<file path="config.mk">
export PLATFORM = sky130hd
export DESIGN_NAME = gpio_pad_ctrl
export DESIGN_NICKNAME = d
export VERILOG_FILES = /design/src/rtl/gpio_pad_pkg.sv /design/src/rtl/gpio_fsel_bank.sv /design/src/rtl/gpio_out_bank.sv /design/src/rtl/gpio_pull_seq.sv /design/src/rtl/gpio_pad_ctrl.sv
export SDC_FILE = /design/constraint.sdc
export NUM_CORES = 1
export LEC_CHECK = 0
export ABC_AREA = 1
export CORE_MARGIN = 2
export CORE_UTILIZATION = 50
export CTS_CLUSTER_DIAMETER = 80
export DETAILED_ROUTE_END_ITERATION = 6
export GPL_TIMING_DRIVEN = 0
export PLACE_DENSITY = 0.78
export SYNTH_ARGS = -nofsm -noshare
export SYNTH_HDL_FRONTEND = slang
export SYNTH_SLANG_ARGS = --single-unit
</file>
<file path="constraint.sdc">
create_clock -name clk -period 2.6 [get_ports clk]
set_input_delay 0.52 -clock clk [delete_from_list [all_inputs] [get_ports clk]]
set_output_delay 0.52 -clock clk [all_outputs]
set_load 0.02 [all_outputs]
</file>
<file path="src/rtl/gpio_pad_pkg.sv">
package gpio_pad_pkg;
    localparam int unsigned REG_W         = 32;
    localparam int unsigned ADDR_W        = 5;
    localparam int unsigned PINS_PER_WORD = 10;
    localparam int unsigned FCODE_W       = 3;
    localparam int unsigned PULL_W        = 2;

    typedef enum logic [FCODE_W-1:0] {
        FN_INPUT  = 3'b000,
        FN_OUTPUT = 3'b001,
        FN_ALT5   = 3'b010,
        FN_ALT4   = 3'b011,
        FN_ALT0   = 3'b100,
        FN_ALT1   = 3'b101,
        FN_ALT2   = 3'b110,
        FN_ALT3   = 3'b111
    } fn_code_e;

    typedef enum logic [PULL_W-1:0] {
        PULL_NONE = 2'd0,
        PULL_DOWN = 2'd1,
        PULL_UP   = 2'd2,
        PULL_RSVD = 2'd3
    } pull_code_e;

    typedef enum logic [1:0] {
        PS_SETTLE = 2'd0,
        PS_READY  = 2'd1,
        PS_HOLD   = 2'd2
    } pull_st_e;

    localparam logic [ADDR_W-1:0] A_SET_LO   = 5'd7;
    localparam logic [ADDR_W-1:0] A_SET_HI   = 5'd8;
    localparam logic [ADDR_W-1:0] A_CLR_LO   = 5'd10;
    localparam logic [ADDR_W-1:0] A_CLR_HI   = 5'd11;
    localparam logic [ADDR_W-1:0] A_LVL_LO   = 5'd13;
    localparam logic [ADDR_W-1:0] A_LVL_HI   = 5'd14;
    localparam logic [ADDR_W-1:0] A_PCTRL    = 5'd16;
    localparam logic [ADDR_W-1:0] A_PSTB_LO  = 5'd17;
    localparam logic [ADDR_W-1:0] A_PSTB_HI  = 5'd18;
    localparam logic [ADDR_W-1:0] A_PSTAT    = 5'd19;
endpackage

</file>
<file path="src/rtl/gpio_fsel_bank.sv">
module gpio_fsel_bank
    import gpio_pad_pkg::*;
#(
    parameter int unsigned NPINS = 54
) (
    input  logic                       clk,
    input  logic                       rst_n,
    input  logic                       wr_en,
    input  logic [ADDR_W-1:0]          word_idx,
    input  logic [PINS_PER_WORD*FCODE_W-1:0] wdata,
    input  logic [ADDR_W-1:0]          rd_idx,
    output logic [REG_W-1:0]           rd_word,
    output logic [NPINS*FCODE_W-1:0]   func_flat,
    output logic [NPINS-1:0]           oe
);
    localparam int unsigned FS_BITS = PINS_PER_WORD * FCODE_W;

    for (genvar p = 0; p < NPINS; p++) begin : g_pin
        localparam int unsigned WIDX = p / PINS_PER_WORD;
        localparam int unsigned OFF  = (p % PINS_PER_WORD) * FCODE_W;
        logic [FCODE_W-1:0] fn_q;

        always_ff @(posedge clk or negedge rst_n) begin
            if (!rst_n) begin
                fn_q <= FN_INPUT;
            end else if (wr_en && (word_idx == ADDR_W'(WIDX))) begin
                fn_q <= wdata[OFF +: FCODE_W];
            end
        end

        assign func_flat[p*FCODE_W +: FCODE_W] = fn_q;
        assign oe[p] = (fn_q == FN_OUTPUT);


        fsel_load_chk: assert property (@(posedge clk) disable iff (!rst_n)
            (wr_en && (word_idx == ADDR_W'(WIDX))) |=> (fn_q == $past(wdata[OFF +: FCODE_W])));
    end

    always_comb begin
        rd_word = '0;
        for (int p = 0; p < int'(NPINS); p++) begin
            if (ADDR_W'(p / int'(PINS_PER_WORD)) == rd_idx) begin
                rd_word[(p % int'(PINS_PER_WORD))*FCODE_W +: FCODE_W] = func_flat[p*FCODE_W +: FCODE_W];
            end
        end
    end

    initial begin
        if (FS_BITS > REG_W) $error("function word too wide");
    end
endmodule

</file>
<file path="src/rtl/gpio_out_bank.sv">
module gpio_out_bank
    import gpio_pad_pkg::*;
#(
    parameter int unsigned NPINS = 54
) (
    input  logic              clk,
    input  logic              rst_n,
    input  logic              set_lo_we,
    input  logic              set_hi_we,
    input  logic              clr_lo_we,
    input  logic              clr_hi_we,
    input  logic [REG_W-1:0]  wdata,
    input  logic [NPINS-1:0]  pin_in,
    output logic [NPINS-1:0]  out_q,
    output logic [NPINS-1:0]  lvl_q
);
    localparam int unsigned HI_W = NPINS - REG_W;

    logic [NPINS-1:0] set_mask;
    logic [NPINS-1:0] clr_mask;
    logic [NPINS-1:0] sync1_q;

    always_comb begin
        set_mask = '0;
        clr_mask = '0;
        if (set_lo_we) set_mask[REG_W-1:0]     = wdata;
        if (set_hi_we) set_mask[NPINS-1:REG_W] = wdata[HI_W-1:0];
        if (clr_lo_we) clr_mask[REG_W-1:0]     = wdata;
        if (clr_hi_we) clr_mask[NPINS-1:REG_W] = wdata[HI_W-1:0];
    end

    always_ff @(posedge clk or negedge rst_n) begin
        if (!rst_n) begin
            out_q   <= '0;
            sync1_q <= '0;
            lvl_q   <= '0;
        end else begin
            out_q   <= (out_q | set_mask) & ~clr_mask;
            sync1_q <= pin_in;
            lvl_q   <= sync1_q;
        end
    end


    clr_hi_chk: assert property (@(posedge clk) disable iff (!rst_n)
        clr_hi_we |=> ((out_q[NPINS-1:REG_W] & $past(wdata[HI_W-1:0])) == '0));


    lvl_sync_chk: assert property (@(posedge clk) disable iff (!rst_n)
        $past(rst_n) |-> (lvl_q == $past(sync1_q)));

    initial begin
        if (NPINS <= REG_W || NPINS > 2*REG_W) $error("pin count out of range");
    end
endmodule

</file>
<file path="src/rtl/gpio_pull_seq.sv">
module gpio_pull_seq
    import gpio_pad_pkg::*;
#(
    parameter int unsigned NPINS     = 54,
    parameter int unsigned SETUP_CYC = 150,
    parameter int unsigned HOLD_CYC  = 150
) (
    input  logic                      clk,
    input  logic                      rst_n,
    input  logic                      ctrl_we,
    input  logic                      stb_lo_we,
    input  logic                      stb_hi_we,
    input  logic                      stat_we,
    input  logic [REG_W-1:0]          wdata,
    output logic [PULL_W-1:0]         ctrl_q,
    output logic [NPINS*PULL_W-1:0]   pull_flat,
    output logic                      err_q
);
    localparam int unsigned HI_W  = NPINS - REG_W;
    localparam int unsigned MAXC  = (SETUP_CYC > HOLD_CYC) ? SETUP_CYC : HOLD_CYC;
    localparam int unsigned CNT_W = $clog2(MAXC + 1);
    localparam logic [CNT_W-1:0] SETUP_LAST = CNT_W'(SETUP_CYC - 1);
    localparam logic [CNT_W-1:0] HOLD_LAST  = CNT_W'(HOLD_CYC - 1);

    pull_st_e          st_q, st_d;
    logic [CNT_W-1:0]  cnt_q, cnt_d;
    logic [NPINS-1:0]  mask_q, mask_d;
    logic [NPINS-1:0]  stb_mask;
    logic              stb_any;
    logic              ctrl_chg;
    logic              commit;
    logic              viol;

    assign ctrl_chg = ctrl_we && (wdata[PULL_W-1:0] != ctrl_q);

    always_comb begin
        stb_mask = '0;
        if (stb_lo_we) stb_mask[REG_W-1:0]     = wdata;
        if (stb_hi_we) stb_mask[NPINS-1:REG_W] = wdata[HI_W-1:0];
    end
    assign stb_any = |stb_mask;

    // next state and counters
    always_comb begin
        st_d   = st_q;
        cnt_d  = cnt_q;
        mask_d = mask_q;
        commit = 1'b0;
        viol   = 1'b0;
        unique case (st_q)
            PS_SETTLE: begin
                if (ctrl_chg) begin
                    cnt_d = '0;
                end else if (stb_any && (cnt_q == SETUP_LAST)) begin
                    st_d   = PS_HOLD;
                    cnt_d  = '0;
                    mask_d = stb_mask;
                end else begin
                    viol = stb_any;
                    if (cnt_q == SETUP_LAST) begin
                        st_d = PS_READY;
                    end else begin
                        cnt_d = cnt_q + 1'b1;
                    end
                end
            end
            PS_READY: begin
                if (ctrl_chg) begin
                    st_d  = PS_SETTLE;
                    cnt_d = '0;
                end else if (stb_any) begin
                    st_d   = PS_HOLD;
                    cnt_d  = '0;
                    mask_d = stb_mask;
                end
            end
            PS_HOLD: begin
                if (ctrl_chg) begin
                    viol   = 1'b1;
                    st_d   = PS_SETTLE;
                    cnt_d  = '0;
                    mask_d = '0;
                end else if (stb_any) begin
                    cnt_d  = '0;
                    mask_d = mask_q | stb_mask;
                end else if (cnt_q == HOLD_LAST) begin
                    commit = 1'b1;
                    st_d   = PS_READY;
                    cnt_d  = '0;
                    mask_d = '0;
                end else begin
                    cnt_d = cnt_q + 1'b1;
                end
            end
            default: begin
                st_d  = PS_SETTLE;
                cnt_d = '0;
            end
        endcase
    end

    // state register
    always_ff @(posedge clk or negedge rst_n) begin
        if (!rst_n) begin
            st_q   <= PS_SETTLE;
            cnt_q  <= '0;
            mask_q <= '0;
        end else begin
            st_q   <= st_d;
            cnt_q  <= cnt_d;
            mask_q <= mask_d;
        end
    end

    // outputs: control word, pad codes, error flag
    always_ff @(posedge clk or negedge rst_n) begin
        if (!rst_n) begin
            ctrl_q    <= PULL_NONE;
            pull_flat <= '0;
            err_q     <= 1'b0;
        end else begin
            if (ctrl_we) ctrl_q <= wdata[PULL_W-1:0];
            if (commit) begin
                for (int p = 0; p < int'(NPINS); p++) begin
                    if (mask_q[p]) pull_flat[p*PULL_W +: PULL_W] <= ctrl_q;
                end
            end
            if (viol) begin
                err_q <= 1'b1;
            end else if (stat_we && wdata[0]) begin
                err_q <= 1'b0;
            end
        end
    end


    pull_change_chk: assert property (@(posedge clk) disable iff (!rst_n)
        !$stable(pull_flat) |-> ($past(st_q) == PS_HOLD));


    hold_break_chk: assert property (@(posedge clk) disable iff (!rst_n)
        (st_q == PS_HOLD && ctrl_chg) |=> (err_q && st_q == PS_SETTLE && $stable(pull_flat)));


    early_stb_chk: assert property (@(posedge clk) disable iff (!rst_n)
        (st_q == PS_SETTLE && !ctrl_chg && stb_any && cnt_q != SETUP_LAST) |=> (err_q && st_q != PS_HOLD));


    err_sticky_chk: assert property (@(posedge clk) disable iff (!rst_n)
        (err_q && !(stat_we && wdata[0])) |=> err_q);


    err_cause_chk: assert property (@(posedge clk) disable iff (!rst_n)
        $rose(err_q) |-> $past(ctrl_we || stb_lo_we || stb_hi_we));

    initial begin
        if (SETUP_CYC < 1 || HOLD_CYC < 1) $error("window lengths must be at least 1");
    end
endmodule

</file>
<file path="src/rtl/gpio_pad_ctrl.sv">
module gpio_pad_ctrl
    import gpio_pad_pkg::*;
#(
    parameter int unsigned NPINS     = 54,
    parameter int unsigned SETUP_CYC = 150,
    parameter int unsigned HOLD_CYC  = 150
) (
    input  logic                      clk,
    input  logic                      rst_n,
    input  logic                      bus_wr,
    input  logic                      bus_rd,
    input  logic [4:0]                bus_addr,
    input  logic [31:0]               bus_wdata,
    output logic [31:0]               bus_rdata,
    input  logic [NPINS-1:0]          pin_in,
    output logic [NPINS*3-1:0]        pin_func,
    output logic [NPINS-1:0]          pin_out,
    output logic [NPINS-1:0]          pin_oe,
    output logic [NPINS*2-1:0]        pad_pull,
    output logic                      pull_timing_err
);
    localparam int unsigned FSEL_WORDS = (NPINS + PINS_PER_WORD - 1) / PINS_PER_WORD;
    localparam int unsigned FS_BITS    = PINS_PER_WORD * FCODE_W;

    logic               fsel_hit;
    logic [REG_W-1:0]   fsel_rd;
    logic [NPINS-1:0]   lvl;
    logic [PULL_W-1:0]  pctrl;
    logic [REG_W-1:0]   rd_d;

    assign fsel_hit = (bus_addr < ADDR_W'(FSEL_WORDS));

    gpio_fsel_bank #(.NPINS(NPINS)) u_fsel (
        .clk      (clk),
        .rst_n    (rst_n),
        .wr_en    (bus_wr && fsel_hit),
        .word_idx (bus_addr),
        .wdata    (bus_wdata[FS_BITS-1:0]),
        .rd_idx   (bus_addr),
        .rd_word  (fsel_rd),
        .func_flat(pin_func),
        .oe       (pin_oe)
    );

    gpio_out_bank #(.NPINS(NPINS)) u_out (
        .clk      (clk),
        .rst_n    (rst_n),
        .set_lo_we(bus_wr && bus_addr == A_SET_LO),
        .set_hi_we(bus_wr && bus_addr == A_SET_HI),
        .clr_lo_we(bus_wr && bus_addr == A_CLR_LO),
        .clr_hi_we(bus_wr && bus_addr == A_CLR_HI),
        .wdata    (bus_wdata),
        .pin_in   (pin_in),
        .out_q    (pin_out),
        .lvl_q    (lvl)
    );

    gpio_pull_seq #(.NPINS(NPINS), .SETUP_CYC(SETUP_CYC), .HOLD_CYC(HOLD_CYC)) u_pull (
        .clk      (clk),
        .rst_n    (rst_n),
        .ctrl_we  (bus_wr && bus_addr == A_PCTRL),
        .stb_lo_we(bus_wr && bus_addr == A_PSTB_LO),
        .stb_hi_we(bus_wr && bus_addr == A_PSTB_HI),
        .stat_we  (bus_wr && bus_addr == A_PSTAT),
        .wdata    (bus_wdata),
        .ctrl_q   (pctrl),
        .pull_flat(pad_pull),
        .err_q    (pull_timing_err)
    );

    always_comb begin
        rd_d = '0;
        if (fsel_hit) begin
            rd_d = fsel_rd;
        end else begin
            unique case (bus_addr)
                A_LVL_LO: rd_d = lvl[REG_W-1:0];
                A_LVL_HI: rd_d = REG_W'(lvl[NPINS-1:REG_W]);
                A_PCTRL:  rd_d = REG_W'(pctrl);
                A_PSTAT:  rd_d = REG_W'(pull_timing_err);
                default:  rd_d = '0;
            endcase
        end
    end

    always_ff @(posedge clk or negedge rst_n) begin
        if (!rst_n) begin
            bus_rdata <= '0;
        end else begin
            bus_rdata <= bus_rd ? rd_d : '0;
        end
    end


    set_lo_chk: assert property (@(posedge clk) disable iff (!rst_n)
        (bus_wr && bus_addr == A_SET_LO) |=> ((pin_out[REG_W-1:0] & $past(bus_wdata)) == $past(bus_wdata)));


    clr_lo_chk: assert property (@(posedge clk) disable iff (!rst_n)
        (bus_wr && bus_addr == A_CLR_LO) |=> ((pin_out[REG_W-1:0] & $past(bus_wdata)) == '0));


    wo_read_zero_chk: assert property (@(posedge clk) disable iff (!rst_n)
        (bus_rd && (bus_addr == A_SET_LO || bus_addr == A_SET_HI ||
                    bus_addr == A_CLR_LO || bus_addr == A_CLR_HI)) |=> (bus_rdata == '0));


    rsvd_write_chk: assert property (@(posedge clk) disable iff (!rst_n)
        (bus_wr && (bus_addr == 5'd6 || bus_addr == 5'd9 || bus_addr == 5'd12 ||
                    bus_addr == 5'd15 || bus_addr > A_PSTAT))
        |=> ($stable(pin_func) && $stable(pin_out) && $stable(pad_pull)));
endmodule

</file>
==> results.md <==
* Status: complete, but fails checks
* Failing checks: DRC
* Post-route insts no fill at 3,615
* FF-to-FF path depth at 9
* Hold WS at 0.3107 ns
* 1st-iter DRT viols at 2,289
* Clk Latency, worst-skew pair at 0.62 ns
* DRC at 14
* Mean post-synth cell area at 9.033 µm²
* Post-synthesis register bit count at 531
* Antenna Violating Nets Remaining at 0
* Synth top area cells: dfrtp_1 61%, nand2_1 11%, o21ai_0 4.7%
* DIE AREA at 45,570 µm²
* Most used flip-flop cell after synthesis: dfrtp_1
* CTS tree: built
* Post-route design area at 29,680 µm²
* Die Width at 213.5 µm
* IO buf count at 489
* Synth Warn # at 0
* RSZ-0062 raised after global routing: false
* P_leak at 14.03 nW
* Total CTS buffers at 52
* Grt total ovfl at 0
* Area Growth Syn to Fin at 35.29%
* CP Capture Type: output pin
* H-tree depth at 2
* Root buffer cell: clkbuf_16
* Dpl hpwl at 62,640 µm
* DR vias at 20,800
* Worst vdd ir at 0.5848 mV
* Most frequent cells in the layout: 642 x nand2_1, 531 x dfrtp_1, 479 x clkdlybuf4s50_1
* Arrival @ worst endpoint at 2.08 ns
* Power density over the cells at 776.5 nW/µm²
* Peak per-stage delay on the critical path at 0.66 ns
* Clock tree sinks at 531
* Fmax achieved at 385.3 MHz
* Design Power at 23.05 mW
* Post-Syn Instances at 2,429
* Synth Cell Area at 21,940 µm²
* Required time at the worst-slack endpoint at 2.08 ns
* Synth cell types at 40
* Setup violators final at 0
* Placeable core region at 43,170 µm²
* Post-synthesis sequential area ratio at 60.56%
* Final setup TNS at 0 ns
* Number of flops mapped to enable cells by yosys at 0
* Ratio of cells with drive above 1 in the final layout at 5.388%
* Antenna violations before repair at 3
* Post-route minimum period at 2.595 ns
* Routed length per instance at 23.33 µm
* Placer Congestion at 0.9643
* Period utilization at 99.82%
* Die extent in y at 213.5 µm
* Hold Violations, Final at 0
* Max clock buf depth at 3
* Slew @ Worst Pin at 0.9912 ns
* Vias in the first global route at 19,680
* Routed vias/inst at 5.754
* Total Routed Length at 84,320 µm
* Clock slew at reported path FFs at 0.07 ns
* Final Slew Violations at 0
* Setup WS pre-CTS at -1.036 ns
* Critical path type: register to output pin
* CP Depth at 3
* Crit-path max FO at 3
* Placed insts at 3,507
* Worst hold path type: primary input to register
* Largest net degree at the start of global routing at 125
* Hold path depth at 3
* CP Buf/Inv Count at 2
* First-pass GRT wire length at 124,300 µm
* Cell family with most CP delay: buffers and inverters
* I/O pins at 506
* Final Util at 68.76%
* Syn Nets at 2,526
* GRT Resource Usage Total at 37.15%
* Final setup skew at 0.02581 ns
* Drt pass-1 iters at 7
* Commonest non-fill, non-tap cell in the layout: nand2_1
* Num rows at 76
* Placed Area at 27,680 µm²
* Worst relative slew slack at 33.92%
* Worst setup SP type: register
* Max-cap viol count at 0
* Slowest CP cell: clkdlybuf4s50_1
* CP cell instances: inv_1, nor3_1, clkdlybuf4s50_1
* Post-synth ARST share at 100.0%
* Initial Util at 50.82%
* Share of the synthesized area in the top cell type at 60.56%
* Final setup margin at 0.004605 ns
* Yosys top cell by area: dfrtp_1
* Fin nets at 3,080
==> where the power goes <==
part | switching, mW | total (mW) | internal (mW)
logic | 2.97 | 4.83 | 1.86
registers | 0.982 | 10.2 | 9.21
clock network | 3.26 | 8.03 | 4.77
total | 7.21 | 23.1 | 15.8
==> worst reg2reg max path, cell delays in order, from the launching register on <==
cell	delay, ns
dfrtp_1	0.42
inv_1	0.07
ha_1	0.14
nand4_1	0.13
nor4_2	0.40
inv_1	0.19
nor3_4	0.42
o211ai_1	0.33
nand3_1	0.15
nand2_1	0.07
==> cell families (layout without fill, tap and decap cells) <==
family | count (synthesis) | after routing | share of synthesized area (%)
and+or+nand+nor | 921 | 921 | 17.34
AOI/OAI and AO/OA | 583 | 583 | 14.59
DFF | 531 | 531 | 60.56
buffers and inverters | 390 | 986 | 7.316
adders and majority gates | 2 | 2 | 0.1140
xor gates and xnor gates | 2 | 2 | 0.07985
other | 0 | 5 | 0
==> synth_stat cells (3+ instances only) <==
| library cell | instances |
|---|---|
| a32oi_1 | 7 |
| nand2_2 | 3 |
| o21ai_1 | 113 |
| nor2_1 | 107 |
| o21ai_0 | 204 |
| nor2_4 | 4 |
| o2111ai_1 | 10 |
| nand2_4 | 3 |
| nand2_1 | 642 |
| nor3b_1 | 10 |
| clkbuf_1 | 98 |
| buf_6 | 12 |
| dfrtp_1 | 531 |
| nor2_2 | 3 |
| a311oi_1 | 10 |
| a221oi_1 | 10 |
| a22oi_1 | 10 |
| nor3_1 | 46 |
| buf_2 | 14 |
| a21oi_1 | 138 |
| o211ai_1 | 8 |
| o22ai_1 | 69 |
| nand3_1 | 91 |
| buf_4 | 9 |
| buf_1 | 8 |
| nand4_1 | 4 |
| inv_1 | 248 |
==> cell type report <==
cell class | count | area, µm²
fillers | 3345 | 13490
flip-flops and latches | 531 | 13290
multi-input cells | 1508 | 7114
repair buffers | 500 | 5096
clock buffers | 79 | 1533
inverters | 249 | 934.6
well taps | 585 | 732.0
plain buffers | 141 | 681.9
clock inverters | 17 | 292.8
diodes | 5 | 12.51
==> registers in the layout (all words and copies together) (netlist names) <==
signal,count
u_fsel.g_pin.fn_q,162
u_pull.pull_flat,108
u_out.lvl_q,54
u_out.out_q,54
u_out.sync1_q,54
u_pull.mask_q,54
bus_rdata,32
u_pull.cnt_q,8
u_pull.ctrl_q,2
u_pull.st_q,2
u_pull.err_q,1
==> path summary, 6_finish.rpt <==
| check | from | endpoint | slack [ns] |
|---|---|---|---|
| max | u_fsel.g_pin[49].fn_q[0] | pin_oe[49] | 0.005 |
| min | bus_wdata[0] | u_fsel.g_pin[0].fn_q[0] | 0.31 |
| max reg2reg | u_pull.cnt_q[1] | u_pull.cnt_q[2] | 0.17 |
| min reg2reg | u_out.sync1_q[25] | u_out.lvl_q[25] | 0.34 |
| max in group asynchronous | rst_n | u_pull.mask_q[50] | 0.53 |
| min in group asynchronous | rst_n | bus_rdata[12] | 0.51 |
==> per-layer routing <==
layer	vias to the layer above	GRT usage [%]	share of wire, %
li1	9057	-	-
met1	10130	49.77	39
met2	1338	55.27	44
met3	266	10.38	11
met4	6	19.64	5.9
met5	-	1.509	0.14
==> repair_timing <==
action | CTS | global route
pin swaps | 1 | 2
resized for setup | 15 | 25
endpoints found under the hold margin | 79 | 0
cloned | 0 | 0
endpoints found under the setup margin | 80 | 216
hold buffers | 1 | 0
setup buffers | 2 | 4
(Power assumes the default switching activity.)
